==> config.mk <==
export PLATFORM = sky130hd
export DESIGN_NAME = chan_power_mgr
export DESIGN_NICKNAME = d
export VERILOG_FILES = /design/src/rtl/chpm_pkg.sv /design/src/rtl/chpm_sync.sv /design/src/rtl/chpm_channel.sv /design/src/rtl/chan_power_mgr.sv
export SDC_FILE = /design/constraint.sdc
export NUM_CORES = 1
export LEC_CHECK = 0
export BUFFER_PORTS_ARGS = -buffer_cell sky130_fd_sc_hd__buf_2
export CORE_MARGIN = 2
export CORE_UTILIZATION = 60
export CTS_BUF_LIST = sky130_fd_sc_hd__clkbuf_4 sky130_fd_sc_hd__clkbuf_8 sky130_fd_sc_hd__clkbuf_16
export DETAILED_ROUTE_END_ITERATION = 10
export PLACE_DENSITY = 0.77
export SYNTH_ARGS = -nofsm -noshare
export SYNTH_HDL_FRONTEND = slang
export SYNTH_SLANG_ARGS = --single-unit
==> constraint.sdc <==
create_clock -name clk -period 2.24 [get_ports clk]
set_clock_uncertainty 0.1 [all_clocks]
set_input_delay 0.224 -clock clk [delete_from_list [all_inputs] [get_ports clk]]
set_output_delay 0.224 -clock clk [all_outputs]
set_load 0.005 [all_outputs]
==> src/rtl/chpm_pkg.sv <==
package chpm_pkg;
  typedef enum logic [1:0] {
    CH_OFF  = 2'b00,
    CH_STBY = 2'b01,
    CH_RX   = 2'b10
  } ch_state_e;
endpackage

==> src/rtl/chpm_sync.sv <==
module chpm_sync #(
  parameter int WIDTH  = 3,
  parameter int STAGES = 2
) (
  input  logic             clk,
  input  logic             rst_n,
  input  logic [WIDTH-1:0] d_async,
  output logic [WIDTH-1:0] q_sync
);
  logic [WIDTH-1:0] stg [STAGES];

  always_ff @(posedge clk or negedge rst_n) begin
    if (!rst_n) begin
      for (int s = 0; s < STAGES; s++) stg[s] <= '0;
    end else begin
      stg[0] <= d_async;
      for (int s = 1; s < STAGES; s++) stg[s] <= stg[s-1];
    end
  end

  assign q_sync = stg[STAGES-1];
endmodule

==> src/rtl/chpm_channel.sv <==
module chpm_channel
  import chpm_pkg::*;
#(
  parameter int TIMEOUT_CYC = 688
) (
  input  logic      clk,
  input  logic      rst_n,
  input  logic      en,
  input  logic      det,
  output ch_state_e state,
  output logic      rst_pulse
);
  localparam int CW = (TIMEOUT_CYC > 2) ? $clog2(TIMEOUT_CYC) : 1;
  localparam logic [CW-1:0] LOAD = CW'(TIMEOUT_CYC - 1);

  ch_state_e     st_q, st_d;
  logic [CW-1:0] cnt_q, cnt_d;
  logic          pls_d, pls_q;

  always_comb begin
    st_d  = st_q;
    cnt_d = cnt_q;
    pls_d = 1'b0;
    unique case (st_q)
      CH_OFF: begin
        if (en) st_d = CH_STBY;
      end
      CH_STBY: begin
        if (!en) begin
          st_d = CH_OFF;
        end else if (det) begin
          st_d  = CH_RX;
          cnt_d = LOAD;
        end
      end
      CH_RX: begin
        if (!en) begin
          st_d = CH_OFF;
        end else if (det) begin
          cnt_d = LOAD;
        end else if (cnt_q == '0) begin
          st_d  = CH_STBY;
          pls_d = 1'b1;
        end else begin
          cnt_d = cnt_q - 1'b1;
        end
      end
      default: st_d = CH_STBY;
    endcase
  end

  always_ff @(posedge clk or negedge rst_n) begin
    if (!rst_n) begin
      st_q  <= CH_STBY;
      cnt_q <= '0;
      pls_q <= 1'b0;
    end else begin
      st_q  <= st_d;
      cnt_q <= cnt_d;
      pls_q <= pls_d;
    end
  end

  assign state     = st_q;
  assign rst_pulse = pls_q;
endmodule

==> src/rtl/chan_power_mgr.sv <==
module chan_power_mgr
  import chpm_pkg::*;
#(
  parameter int NUM_CH      = 3,
  parameter int TIMEOUT_CYC = 688,
  parameter int SYNC_STAGES = 2
) (
  input  logic                  clk,
  input  logic                  rst_n,
  input  logic [NUM_CH-1:0]     ch_enable,
  input  logic                  corr_off,
  input  logic [NUM_CH-1:0]     sig_detect,
  output logic [NUM_CH-1:0]     corr_clk_en,
  output logic [NUM_CH-1:0]     corr_rst,
  output logic [2*NUM_CH-1:0]   ch_state,
  output logic                  sleep
);
  logic [NUM_CH-1:0] det_s;
  logic [NUM_CH-1:0] is_off;

  chpm_sync #(.WIDTH(NUM_CH), .STAGES(SYNC_STAGES)) u_sync (
    .clk     (clk),
    .rst_n   (rst_n),
    .d_async (sig_detect),
    .q_sync  (det_s)
  );

  for (genvar i = 0; i < NUM_CH; i++) begin : g_ch
    ch_state_e st;
    chpm_channel #(.TIMEOUT_CYC(TIMEOUT_CYC)) u_ch (
      .clk       (clk),
      .rst_n     (rst_n),
      .en        (ch_enable[i]),
      .det       (det_s[i]),
      .state     (st),
      .rst_pulse (corr_rst[i])
    );
    assign ch_state[2*i +: 2] = st;
    assign corr_clk_en[i]     = (st == CH_RX) & ~corr_off;
    assign is_off[i]          = (st == CH_OFF);
  end

  assign sleep = &is_off;
endmodule

Yosys cells after proc, flatten, opt, wreduce, memory -nomap -nowiden

Cells that the tools add are included.

Word-level logic and storage cells: 115
Output and inout bits: 13
Input port bits: 9
Flip-flop bits (word level): 45

Add/sub/neg operators: 3
Equal/unequal tests: 30
Reduce and logical (&&, ||, !) cells: 16
Mux-type cells: 51
Bitwise operators: 4

Operator list:

| kind                    | number |
|---|---|
| $mux W10                | 15 |
| $pmux W10 S2            | 3 |
| $mux W2                 | 18 |
| $logic_not A10 Y1       | 3 |
| $sub A10 B1 Y10 const B | 3 |
| $ne A3 B3 Y1 const B    | 9 |
| $ne A2 B2 Y1 const B    | 12 |
| $pmux W2 S3             | 3 |
| $reduce_and A5 Y1       | 3 |
| $mux W1                 | 12 |
| $reduce_and A4 Y1       | 3 |
| $ne A3 B2 Y1 const B    | 3 |
| $eq A2 B1 Y1 const B    | 3 |
| $eq A2 B2 Y1 const B    | 3 |
| $logic_not A2 Y1        | 3 |
| $reduce_bool A2 Y1      | 3 |
| $and A1 B1 Y1           | 3 |
| $reduce_and A3 Y1       | 1 |
| $not A1 Y1              | 1 |

Depth between registers and ports, before layout

Gate-level depths: netlist of run 1.

Word-level depth: 5
Gate-level depth with buffers: 8
Depth with buffers taken out: 6

Cells and area by module

A second synthesis of run 1 with hierarchy kept.

Cell total of the unflattened synthesis: 277
Area total of the unflattened synthesis: 2676.3 um^2

Modules (own cells, without submodules):

| module                          | sequential area each (um^2) | cells an instance | area each (um^2) | instances |
|---|---|---|---|---|
| chpm_channel (g_ch[0].u_ch ...) | 326.6                       | 93                | 865.8            | 2 |
| chpm_channel (g_ch[2].u_ch)     | 326.6                       | 77                | 732.0            | 1 |
| chpm_sync                       | 150.1                       | 9                 | 172.7            | 1 |
| chan_power_mgr                  | 0.0                         | 5                 | 40.0             | 1 |

Least setup slack after synthesis of run 1

OpenSTA, ideal clock, no wires.

Kind: reg-to-reg
From: reg g_ch[2].u_ch.st_q[0]
To: reg g_ch[2].u_ch.cnt_q[7]
Buffers on the path: 0
Path slack: 0.175 ns
Clock period less this slack: 2.065 ns
Library setup time: 0.072 ns
Arrival: 1.892 ns
Stages on the path, launching flop included: 6
Data required time: 2.068 ns
Path through: dfstp_2 > ha_1 > mux2_2 > nand3_1 > or4_2 > nand3_1

Longest elaborated chain between the ends: 3
Elaborated cells between the ends (all ways): 9
Classes of those cells: eq/ne: 6; mux: 1; reduce/logical: 2

Ends and longest elaborated chain:

| what                                                        | line               | source |
|---|---|---|
| start, declared                                             | chpm_channel.sv:16 | `ch_state_e st_q, st_d;` |
| start signal, assigned                                      | chpm_channel.sv:58 | `st_q <= st_d;` |
| $eq A2 B2 Y1 or $eq A2 B1 Y1 (tied branches)                | chpm_channel.sv:24 | `unique case (st_q)` |
| $ne A3 B3 Y1 (no source line), or another cell as far along | n/a                |  |
| $reduce_and A5 Y1 (no source line)                          | n/a                |  |
| end signal, assigned                                        | chpm_channel.sv:59 | `cnt_q <= cnt_d;` |
| end, declared                                               | chpm_channel.sv:17 | `logic [CW-1:0] cnt_q, cnt_d;` |

Parallel ways exist; a longest one is shown, timed or not.
A chain may end at the register's enable or synchronous reset.

Worst setup path after layout of run 1

From: reg g_ch[2].u_ch.cnt_q[3]
To: reg g_ch[2].u_ch.cnt_q[1]

Longest elaborated chain between the ends: 3

Ends and longest elaborated chain:

| what                               | line               | source |
|---|---|---|
| $logic_not A10 Y1                  | chpm_channel.sv:41 | `end else if (cnt_q == '0) begin` |
| $ne A3 B3 Y1 (no source line)      | n/a                |  |
| $reduce_and A5 Y1 (no source line) | n/a                |  |

Every way passes these cells.

==> qor.yml, run 1 <==
grt_usage_pct: 22.7
globalplace.congestion: 0.850
crit_arrival_ns: 2.23
power_frac_comb_pct: 34.2
clk_pin_slew_ns: 0.08
setup_ws_ns: 0.133
critPathMaxStageDelay_ns: 0.63
setup_viol: 0
cap_violations: 0
slew_headroom_pct: 61.8
min_period_ns: 2.11
synth_edf_count: 0
yosys_most_used_dff: "dfrtp_1"
final_hold_viol_count: 0
worst_slew_pin_slew_ns: 0.573
ys_seq_area_share_pct: 41.5
crit_family: "simple AND/OR/NAND/NOR gates"
cts.sinks: 45
power_density_nw_per_um2: 757
crit_type: "flip-flop to flip-flop"
htree_levels: 2
r2r-end: "g_ch[2].u_ch.cnt_q[1]"
num_rows: 24
grt_pass1_vias: 2110
path_depth: 4
synth-async-reset-ratio_pct: 100
crit_path_start_kind: "flip-flop"
overflow: 0
yosysWarningCount: 0
r2r_cells: 4
drt_wl_total_um: 5280
die_w_um: 71.3
dr_total_vias: 2229
fin_setup_tns_ns: 0
multi_input_area_um2: 1440
worstPathRequired_ns: 2.36
crit_start: "g_ch[2].u_ch.cnt_q[3]"
cts_buffer_depth: 2
fp.dieH_um: 71.3
netlist_instances: 293
first_pass_iters: 4
layout-drive-gt1-share_pct: 16.4
r2r-start: "g_ch[2].u_ch.cnt_q[3]"
synth_nets: 314
cp_cell_sequence: "or4_1 -> or2_2 -> o211ai_4 -> mux2i_1"
hold_path.class: "input port to flip-flop"
path_buf_inv: 0
area_delta_synth_final_pct: 10.5
tritoncts: "built"
ant_nets: 0
root_buffer: "clkbuf_8"
layout.nets: 339
crit_path_max_fanout: 9
p_leak_nw: 1.33
seqCellArea_um2: 1130
cts_setup_buffers: 0
clock_latency_ns: 0.30
drc_errors: 0
status: "complete, no violations"
num_antenna_cells: 0
syn_avg_cell_area_um2: 9.29
slew_viol_final: 0
cp_slowest_cell: "or4_1"
max-vdd-ir-drop_mv: 0.447
pin_count: 22
period_share_pct: 94.1
core_um2: 4350
r2r_slack_ns: 0.13
synth_area_um2: 2720
die-area_um2: 5090
pre_cts_slack_ns: 0.122
power.internal_mw: 1.50
grt_max_degree: 23
fillers: 348
p_clk_share_pct: 22.5
p_sw_uw: 776
hpwl_um: 3930
critPathCapture: "g_ch[2].u_ch.cnt_q[1]"
viasPerCell: 6.02
wl_per_cell_um: 14.3
drtIter0Drc: 134
grt_pass1_wl_um: 9350
synth_seq_cells: 45
start_util_pct: 62.5
portBuffers: 21
ys_types: 56
cts_made_buffers: 5
antenna_found_initial: 0
power_frac_seq_pct: 43.3
rsz0062_at_grt: "false"
finalPower_mw: 2.28
cp-end-kind: "flip-flop"
switching_share_pct: 34.1
max_freq_mhz: 475
[power groups by stage]
stage	combinational, mW	sequential (mW)	clock [mW]
final	0.779	0.985	0.511
after global routing	0.883	1.00	0.553
after CTS	0.785	0.987	0.529
after detailed placement	0.775	1.00	0
after global placement	0.757	0.998	0
after floorplan	0.541	0.991	0
[cells by family after synthesis]
logic type	share of synthesized area, %
AO/OA/AOI/OAI	16.0
adder cells (fa/ha/maj)	5.52
buffers and inverters	5.56
flip-flops	41.5
multiplexers	4.87
AND/OR/NAND/NOR	26.6
[registers in the layout, summed over array words and instances (netlist names)]
name / cells
g_ch.u_ch.cnt_q: 30
g_ch.u_ch.rst_pulse: 3
g_ch.u_ch.state: 6
u_sync.q_sync: 3
u_sync.stg: 3
[worst min path at each step]
stage / depth (start not counted) / to / startpoint
finish: 3 / g_ch[0].u_ch.rst_pulse / ch_enable[0]
global route: 3 / g_ch[0].u_ch.rst_pulse / ch_enable[0]
CTS: 3 / g_ch[0].u_ch.rst_pulse / ch_enable[0]
detailed placement: 1 / g_ch[2].u_ch.cnt_q[5] / rst_n
global placement: 1 / g_ch[2].u_ch.cnt_q[7] / rst_n
floorplan: 0 / g_ch[0].u_ch.cnt_q[0] / rst_n
[metrics by stage]
stage / hold WS (ns) / instance area [um2] / std cells / util (%)
3_5_place_dp: 0.121 / 2880 / 359 / 66.0
2_1_floorplan: -0.172 / 2720 / 293 / -
3_3_place_gp: 0.117 / 2880 / 359 / 66.0
6_report: 0.148 / 3010 / 370 / 69.1
5_1_grt: 0.167 / 3010 / 370 / 69.1
4_1_cts: 0.136 / 3010 / 370 / 69.0
[routing by layer]
metal | track usage (%) | up-vias | routed length, um
met1 | 30.2 | 1063 | 2510
met3 | 5.06 | 10 | 208
met5 | 0 | - | 0
li1 | - | 1112 | -
met4 | 7.97 | 0 | 105
met2 | 36.8 | 44 | 2450
[worst min-delay path, stage by stage]
cell	delay, ns
buf_2	0.16
nand2_1	0.07
nor4_1	0.05
[Yosys cell counts, types with 2 or more instances]
master    instances  area [um2]
nand2b_1          8        50.1
clkbuf_1         10        37.5
and3_1            3        18.8
dfstp_2           3        78.8
or3_1             9        56.3
nand3_1          11        55.1
a41o_1            4        40.0
nor3_1           11        55.1
o21ai_0          14        70.1
nor3b_1           2        15.0
dfrtp_1          42        1050
or2_2             4        25.0
mux2i_1          11         110
a21oi_1           6        30.0
or4_1             4        30.0
mux2_2            2        22.5
and4b_1           2        20.0
buf_4             3        22.5
o211ai_1          5        37.5
a31oi_1           9        56.3
nand3b_1          3        22.5
o31ai_1           4        30.0
nor4_1            7        43.8
nand2_1          24        90.1
nor2_1           19        71.3
nor2b_1          11        68.8
inv_1            20        75.1
ha_1             12         150
a211oi_1          3        22.5
[repair_timing]
action	in CTS	in global routing
resized for setup	0	1
hold endpoints to repair	21	0
endpoints found under the setup margin	0	1
hold buffers	4	0
[layout make-up]
cell class | instances | area share, %
Clock buffer | 6 | 2.75
Clock inverter | 1 | 0.250
Inverter | 20 | 2.50
Multi-Input combinational cell | 213 | 47.9
Sequential cell | 45 | 37.6
Tap cell | 52 | 2.16
Timing Repair Buffer | 33 | 6.82
[placed cells by master, fill, tap and decap left out, types with 9 or more instances in the layout]
master   instances
ha_1            12
dfrtp_1         42
a31oi_1          9
nand2_1         24
buf_2           21
nor3_1          11
o21ai_0         14
mux2i_1         11
nand3_1         11
nor2_1          19
or3_1            9
inv_1           20
nor2b_1         11
Power figures use the tool's default switching activity.
==> run 2: changes to the inputs <==
--- a/config.mk
+++ b/config.mk
@@ -10,6 +10,7 @@
 export CORE_UTILIZATION = 60
 export CTS_BUF_LIST = sky130_fd_sc_hd__clkbuf_4 sky130_fd_sc_hd__clkbuf_8 sky130_fd_sc_hd__clkbuf_16
 export DETAILED_ROUTE_END_ITERATION = 10
+export GPL_TIMING_DRIVEN = 0
 export PLACE_DENSITY = 0.77
 export SYNTH_ARGS = -nofsm -noshare
 export SYNTH_HDL_FRONTEND = slang
==> run 2 against run 1 <==
The run now ends with hold timing left; combinational power is 0.8% lower; critical endpoint is now g_ch[2].u_ch.cnt_q[9]; final cell count is 1.9% higher; clock power down 4.3%; critical path depth up 1; sequential power about the same; die area did not move; highest routed layer unchanged; hold slack got worse by 0.16 ns.
==> qor.yml, run 2 (same netlist as run 1, synthesis figures left out) <==
status: "finished with violations"
violations: "hold timing"
root_buffer: "clkbuf_8"
power.internal_mw: 1.47  # -2.0%
r2r-start: "g_ch[2].u_ch.cnt_q[3]"
layout-drive-gt1-share_pct: 16.9  # +0.57 points
multi_input_area_um2: 1460  # +0.96%
ant_nets: 0  # unchanged
cp-end-kind: "flip-flop"
portBuffers: 20  # -4.8%
num_rows: 24  # unchanged
power_density_nw_per_um2: 742  # -2.0%
power_frac_comb_pct: 34.4  # +0.2 points
power_frac_seq_pct: 43.8  # +0.5 points
viasPerCell: 5.88  # -2.3%
rsz0062_at_grt: "false"
mostFrequentLayoutCells: "42 x dfrtp_1, 24 x nand2_1, 21 x buf_2"
max-vdd-ir-drop_mv: 0.526  # +17%
r2r-end: "g_ch[2].u_ch.cnt_q[9]"
area_delta_synth_final_pct: 11.4
die_w_um: 71.3  # unchanged
htree_levels: 2  # unchanged
p_clk_share_pct: 21.8  # -0.7 points
top_register: "g_ch.u_ch.cnt_q"
p_sw_uw: 777  # +0.10%
hold_path.class: "input port to asynchronous set/reset pin"
cap_violations: 0  # unchanged
drt_wl_total_um: 5410  # +2.4%
dpl_cell_area_um2: 2890  # +0.39%
num_antenna_cells: 0  # unchanged
worst_slew_pin_slew_ns: 0.987  # +0.414 ns
design_area_um2: 3030  # +0.79%
grt_usage_pct: 23.4  # +0.67 points
crit_type: "flip-flop to flip-flop"
layout_commonest_cell: "dfrtp_1"
max_freq_mhz: 465  # -2.0%
slew_viol_final: 0  # unchanged
tritoncts: "built"
r2r_cells: 5  # +1
drc_errors: 0  # unchanged
antenna_found_initial: 0  # unchanged
dr_total_vias: 2218  # -0.49%
core_um2: 4350  # unchanged
clk_pin_slew_ns: 0.08  # about the same
hold_slack_ns: -0.00999  # -0.158 ns
largest_reg_flops: 30  # unchanged
slew_headroom_pct: 34.2  # -28 points
crit_arrival_ns: 2.22  # about the same
clock_latency_ns: 0.29  # about the same
first_pass_iters: 4  # unchanged
cts_made_buffers: 5  # unchanged
crit_path_max_fanout: 7  # -2
switching_share_pct: 34.6  # +0.47 points
fp.dieH_um: 71.3  # unchanged
seqCellArea_um2: 1130  # unchanged
grt_max_degree: 46  # +100%
setup_viol: 0  # unchanged
die-area_um2: 5090  # unchanged
worstPathRequired_ns: 2.31  # -0.05 ns
fillers: 342  # -1.7%
start_util_pct: 62.5  # unchanged
min_period_ns: 2.15  # +0.0440 ns
hpwl_um: 3910  # -0.49%
cts_buffer_depth: 2  # unchanged
r2r_slack_ns: 0.09  # -0.04 ns
grt_pass1_wl_um: 9450  # +1.1%
period_share_pct: 96.0  # +2.0 points
globalplace.congestion: 0.901  # +6.0%
drtIter0Drc: 87  # -35%
final_hold_viol_count: 18  # +18
overflow: 0  # unchanged
crit_path_start_kind: "flip-flop"
cts.sinks: 45  # unchanged
pin_count: 22  # unchanged
grt_pass1_vias: 2145  # +1.7%
p_leak_nw: 1.34  # +0.32%
wl_per_cell_um: 14.3  # +0.52%
layout.nets: 345  # +1.8%
-- run 2: cell types whose count changed in the layout (fill, tap and decap cells not counted), sizes merged --
cell | previous run | this run
buf | 29 | 27
clkbuf | 6 | 15
clkinv | 0 | 2
clkinvlp | 1 | 0
dlygate4sd3 | 4 | 3
-- run 2: final cells by class --
class	count	share of cell area, %
clock buffer	6	2.52
sequential	45	37.3
tap	52	2.15
multi-input combinational	213	48.0
buffer	14	2.44
timing repair buffer	25	4.79
clock inverter	2	0.330
inverter	20	2.48
-- run 2: what timing repair did --
item / in CTS / in global routing
buffers inserted: 0 / 2
endpoints found under the hold margin: 3 / 0
hold buffers: 3 / 0
gates cloned: 0 / 0
endpoints found under the setup margin: 1 / 10
gates resized for setup: 1 / 5
pin swaps: 0 / 1
-- run 2: power groups by stage --
| stage | clock (mW) | sequential (mW) | combinational [mW] |
|---|---|---|---|
| after floorplan | 0 | 0.991 | 0.541 |
| after global placement | 0 | 0.998 | 0.728 |
| after detailed placement | 0 | 1.00 | 0.750 |
| after CTS | 0.509 | 0.987 | 0.762 |
| after global routing | 0.544 | 1.00 | 0.874 |
| final | 0.489 | 0.985 | 0.773 |
-- run 2: worst max-delay path, cell delays in order (launching register included) --
cell and delay (ns):
dfrtp_1 0.42, or4_1 0.51, buf_2 0.16, or3_1 0.33
o21ai_1 0.16, or3b_1 0.35
-- run 2: how the worst max path moves through the flow --
stage | start | end | slack (ns) | cells past startpoint
floorplan | g_ch[2].u_ch.state[0] | g_ch[2].u_ch.cnt_q[7] | 0.18 | 5
global placement | g_ch[2].u_ch.state[0] | g_ch[2].u_ch.cnt_q[7] | 0.04 | 5
detailed placement | g_ch[2].u_ch.state[0] | g_ch[2].u_ch.cnt_q[7] | -0.01 | 5
CTS | g_ch[0].u_ch.state[0] | g_ch[0].u_ch.cnt_q[7] | 0.01 | 8
global route | g_ch[2].u_ch.cnt_q[3] | g_ch[2].u_ch.cnt_q[9] | 0.004 | 5
finish | g_ch[2].u_ch.cnt_q[3] | g_ch[2].u_ch.cnt_q[9] | 0.09 | 5
-- run 2: per-stage QoR --
stage	util, %	setup TNS (ns)	instances	worst slack, ns	power (mW)
finish	69.6	0	377	0.0886	2.25
floorplan	-	0	293	0.175	1.53
global placement	66.3	0	365	0.0386	1.73
CTS	69.0	0	376	0.0131	2.26
detailed placement	66.3	-0.0123	365	-0.0123	1.75
global route	69.6	0	377	0.00426	2.42
-- run 2: per-layer routing --
metal  part of all wire (%)  routed length, um  global-route usage [%]  vias up
met5                      0                  0                       0        -
li1                       -                  -                       -     1126
met3                    3.0                164                    5.06        2
met4                   0.48                 26                    7.13        0
met1                     47               2540                    30.2     1059
met2                     50               2680                    39.6       31
==> run 3: changes to the inputs <==
--- a/config.mk
+++ b/config.mk
@@ -5,6 +5,7 @@
 export SDC_FILE = /design/constraint.sdc
 export NUM_CORES = 1
 export LEC_CHECK = 0
+export ABC_AREA = 1
 export BUFFER_PORTS_ARGS = -buffer_cell sky130_fd_sc_hd__buf_2
 export CORE_MARGIN = 2
 export CORE_UTILIZATION = 60
==> constraint.sdc (replaced) <==
create_clock -name clk -period 2.8 [get_ports clk]
set_clock_uncertainty 0.1 [all_clocks]
set_input_delay 0.28 -clock clk [delete_from_list [all_inputs] [get_ports clk]]
set_output_delay 0.28 -clock clk [all_outputs]
set_load 0.005 [all_outputs]
==> run 3 against run 2 <==
The flow now finishes without violations; non-clock buffer count decreased by 11; global-route usage increased by 0.55 points; synthesized cell count increased by 21%; utilization decreased by 0.60 points; flip-flop and latch count unchanged; register-to-register slack improved by 0.73 ns; routed wire length decreased by 0.70%; critical path depth increased by 4; final area decreased by 2.2%.
==> qor.yml, run 3 <==
start_util_pct: 61.5  # -0.96 points
period_share_pct: 70.9  # -25 points
grt_pass1_vias: 2279  # +6.2%
grt_max_degree: 46  # unchanged
syn_avg_cell_area_um2: 7.46  # -20%
critPathMaxStageDelay_ns: 0.58  # +0.07 ns
clk_pin_slew_ns: 0.09  # about the same
dr_total_vias: 2329  # +5.0%
hpwl_um: 4030  # +3.1%
clock_latency_ns: 0.30  # about the same
ys_types: 22  # -61%
root_buffer: "clkbuf_8"
grt_pass1_wl_um: 9710  # +2.7%
cp_slowest_cell: "dfstp_2"
slew_headroom_pct: 35.3  # +1.1 points
netlist_instances: 354  # +21%
synth_edf_count: 0  # unchanged
ant_nets: 0  # unchanged
design_area_um2: 2960  # -2.2%
cts_made_buffers: 5  # unchanged
max_freq_mhz: 504  # +8.3%
largest_reg_flops: 30  # unchanged
globalplace.congestion: 0.866  # -3.9%
first_pass_iters: 4  # unchanged
dpl_cell_area_um2: 2810  # -2.6%
min_period_ns: 1.99  # -0.165 ns
num_antenna_cells: 0  # unchanged
cap_violations: 0  # unchanged
worst_slew_pin_slew_ns: 0.971  # -0.0159 ns
ys_seq_area_share_pct: 42.8  # +1.2 points
tritoncts: "built"
drc_errors: 0  # unchanged
yosysWarningCount: 0  # unchanged
wl_per_cell_um: 12.3  # -15%
viasPerCell: 5.32  # -9.6%
fin_setup_tns_ns: 0  # unchanged
layout_commonest_cell: "nand2_1"
final_hold_viol_count: 0  # -18
hold_path.class: "input port to asynchronous set/reset pin"
fillers: 382  # +12%
synth_area_um2: 2640  # -2.9%
antenna_found_initial: 0  # unchanged
drtIter0Drc: 143  # +64%
r2r_cells: 9  # +4
cts.sinks: 45  # unchanged
cp-end-kind: "flip-flop"
crit_path_frequent_cell: "inv_1"
layout.nets: 406  # +18%
portBuffers: 21  # +5.0%
core_um2: 4290  # -1.4%
yosysTopAreaCellShare_pct: 39.8  # +1.2 points
die-area_um2: 4950  # -2.7%
drt_wl_total_um: 5370  # -0.70%
power_density_nw_per_um2: 767  # +3.4%
htree_levels: 2  # unchanged
die_w_um: 70.4  # -1.4%
area_delta_synth_final_pct: 12.1
synth_largest_area_cell: "dfrtp_1"
synth_seq_cells: 45  # unchanged
synth-async-reset-ratio_pct: 100  # unchanged
crit_arrival_ns: 2.09  # -0.13 ns
cts_buffer_depth: 2  # unchanged
setup_viol: 0  # unchanged
slew_viol_final: 0  # unchanged
synth_area_leaders: "dfrtp_1 40%, nand2_1 11%, nand3_1 7.8%, nor2_1 7.7%, inv_1 7.2%"
num_rows: 24  # unchanged
yosysMostFrequentCell: "nand2_1"
rsz0062_at_grt: "false"
crit_path_start_kind: "flip-flop"
synth_common_cells: "77 x nand2_1, 54 x nor2_1, 51 x inv_1"
max-vdd-ir-drop_mv: 0.463  # -12%
worstPathRequired_ns: 2.91  # +0.60 ns
layout-drive-gt1-share_pct: 13.0  # -4.0 points
crit_path_max_fanout: 10  # +3
top_register: "g_ch.u_ch.cnt_q"
cp_cell_sequence: "inv_1 -> ha_1 -> inv_1 -> nor2_1 -> inv_1 -> nand2_1 -> nand2_4 -> o21ai_0 -> o21ai_1"
yosys_most_used_dff: "dfrtp_1"
synth_nets: 375  # +19%
pin_count: 22  # unchanged
crit_type: "flip-flop to flip-flop"
status: "complete, no violations"
mostFrequentLayoutCells: "77 x nand2_1, 54 x nor2_1, 51 x inv_1"
fp.dieH_um: 70.4  # -1.4%
grt_usage_pct: 23.9  # +0.55 points
p_leak_nw: 1.52  # +14%
overflow: 0  # unchanged
## run 3: cells by family (layout without fill, tap and decap cells)
group	count (synthesis)	after routing	synth area share, %
compound gates	36	36	7.10
fa+ha+maj	12	12	5.68
simple gates	203	203	35.1
flops	45	45	42.8
xor+xnor	3	3	0.994
buf+inv	55	87	8.38
## run 3: what timing repair did
item | in CTS | in global routing
endpoints found under the hold margin | 3 | 0
buffers inserted | 0 | 0
hold buffers | 3 | 0
resized for setup | 0 | 0
## run 3: per-layer routing
layer / track usage (%) / part of all wire (%)
met5: 0 / 0
met4: 5.77 / 1.6
met3: 4.18 / 2.9
met2: 41.5 / 50
met1: 31.1 / 46
## run 3: report_power, final
group / switching, mW / leakage (nW) / internal (mW) / total, mW
combinational: 0.578 / 0.954 / 0.294 / 0.873
clock: 0.213 / 0.0619 / 0.301 / 0.514
sequential: 0.104 / 0.505 / 0.780 / 0.884
total: 0.896 / 1.52 / 1.38 / 2.27
## run 3: worst paths after layout
| check | startpoint | slack (ns) | endpoint |
|---|---|---|---|
| worst max register to register | g_ch[2].u_ch.state[0] | 0.81 | g_ch[2].u_ch.cnt_q[0] |
| min in group clk | ch_enable[1] | 0.16 | g_ch[1].u_ch.rst_pulse |
| max in group asynchronous | rst_n | 1.96 | g_ch[2].u_ch.cnt_q[3] |
| worst max-delay path | g_ch[2].u_ch.state[0] | 0.81 | g_ch[2].u_ch.cnt_q[0] |
| worst min-delay path | rst_n | 0.03 | g_ch[0].u_ch.cnt_q[7] |
| worst min register to register | u_sync.stg[5] | 0.25 | u_sync.q_sync[2] |
## run 3: through the flow
stage	setup slack (ns)	std cells	power (mW)	hold WS [ns]	utilization [%]
6_report	0.814	438	2.27	0.0343	69.0
5_1_grt	0.665	438	2.46	0.142	69.0
4_1_cts	0.806	438	2.28	0.0830	69.0
3_5_place_dp	0.838	427	1.76	0.236	65.5
3_3_place_gp	0.850	427	1.73	0.233	65.5
2_1_floorplan	1.08	354	1.50	-0.116	-
## run 3: area by class of cell
cell class / count / area, um2 / area share [%]
sequential: 45 / 1130 / 38.1
timing repair buffer: 24 / 135 / 4.56
multi-input combinational: 254 / 1290 / 43.6
clock inverter: 1 / 30.0 / 1.01
tap: 52 / 65.1 / 2.20
inverter: 51 / 191 / 6.46
buffer: 4 / 30.0 / 1.01
clock buffer: 7 / 90.1 / 3.04
## run 3: worst max-delay path: cells and delay by family, from the launching register on
kind                     cells  cell delay [ns]
adder cells (fa/ha/maj)      1             0.23
AO/OA/AOI/OAI                2             0.19
AND/OR/NAND/NOR              3             0.48
flip-flops                   1             0.58
buffers and inverters        3             0.33
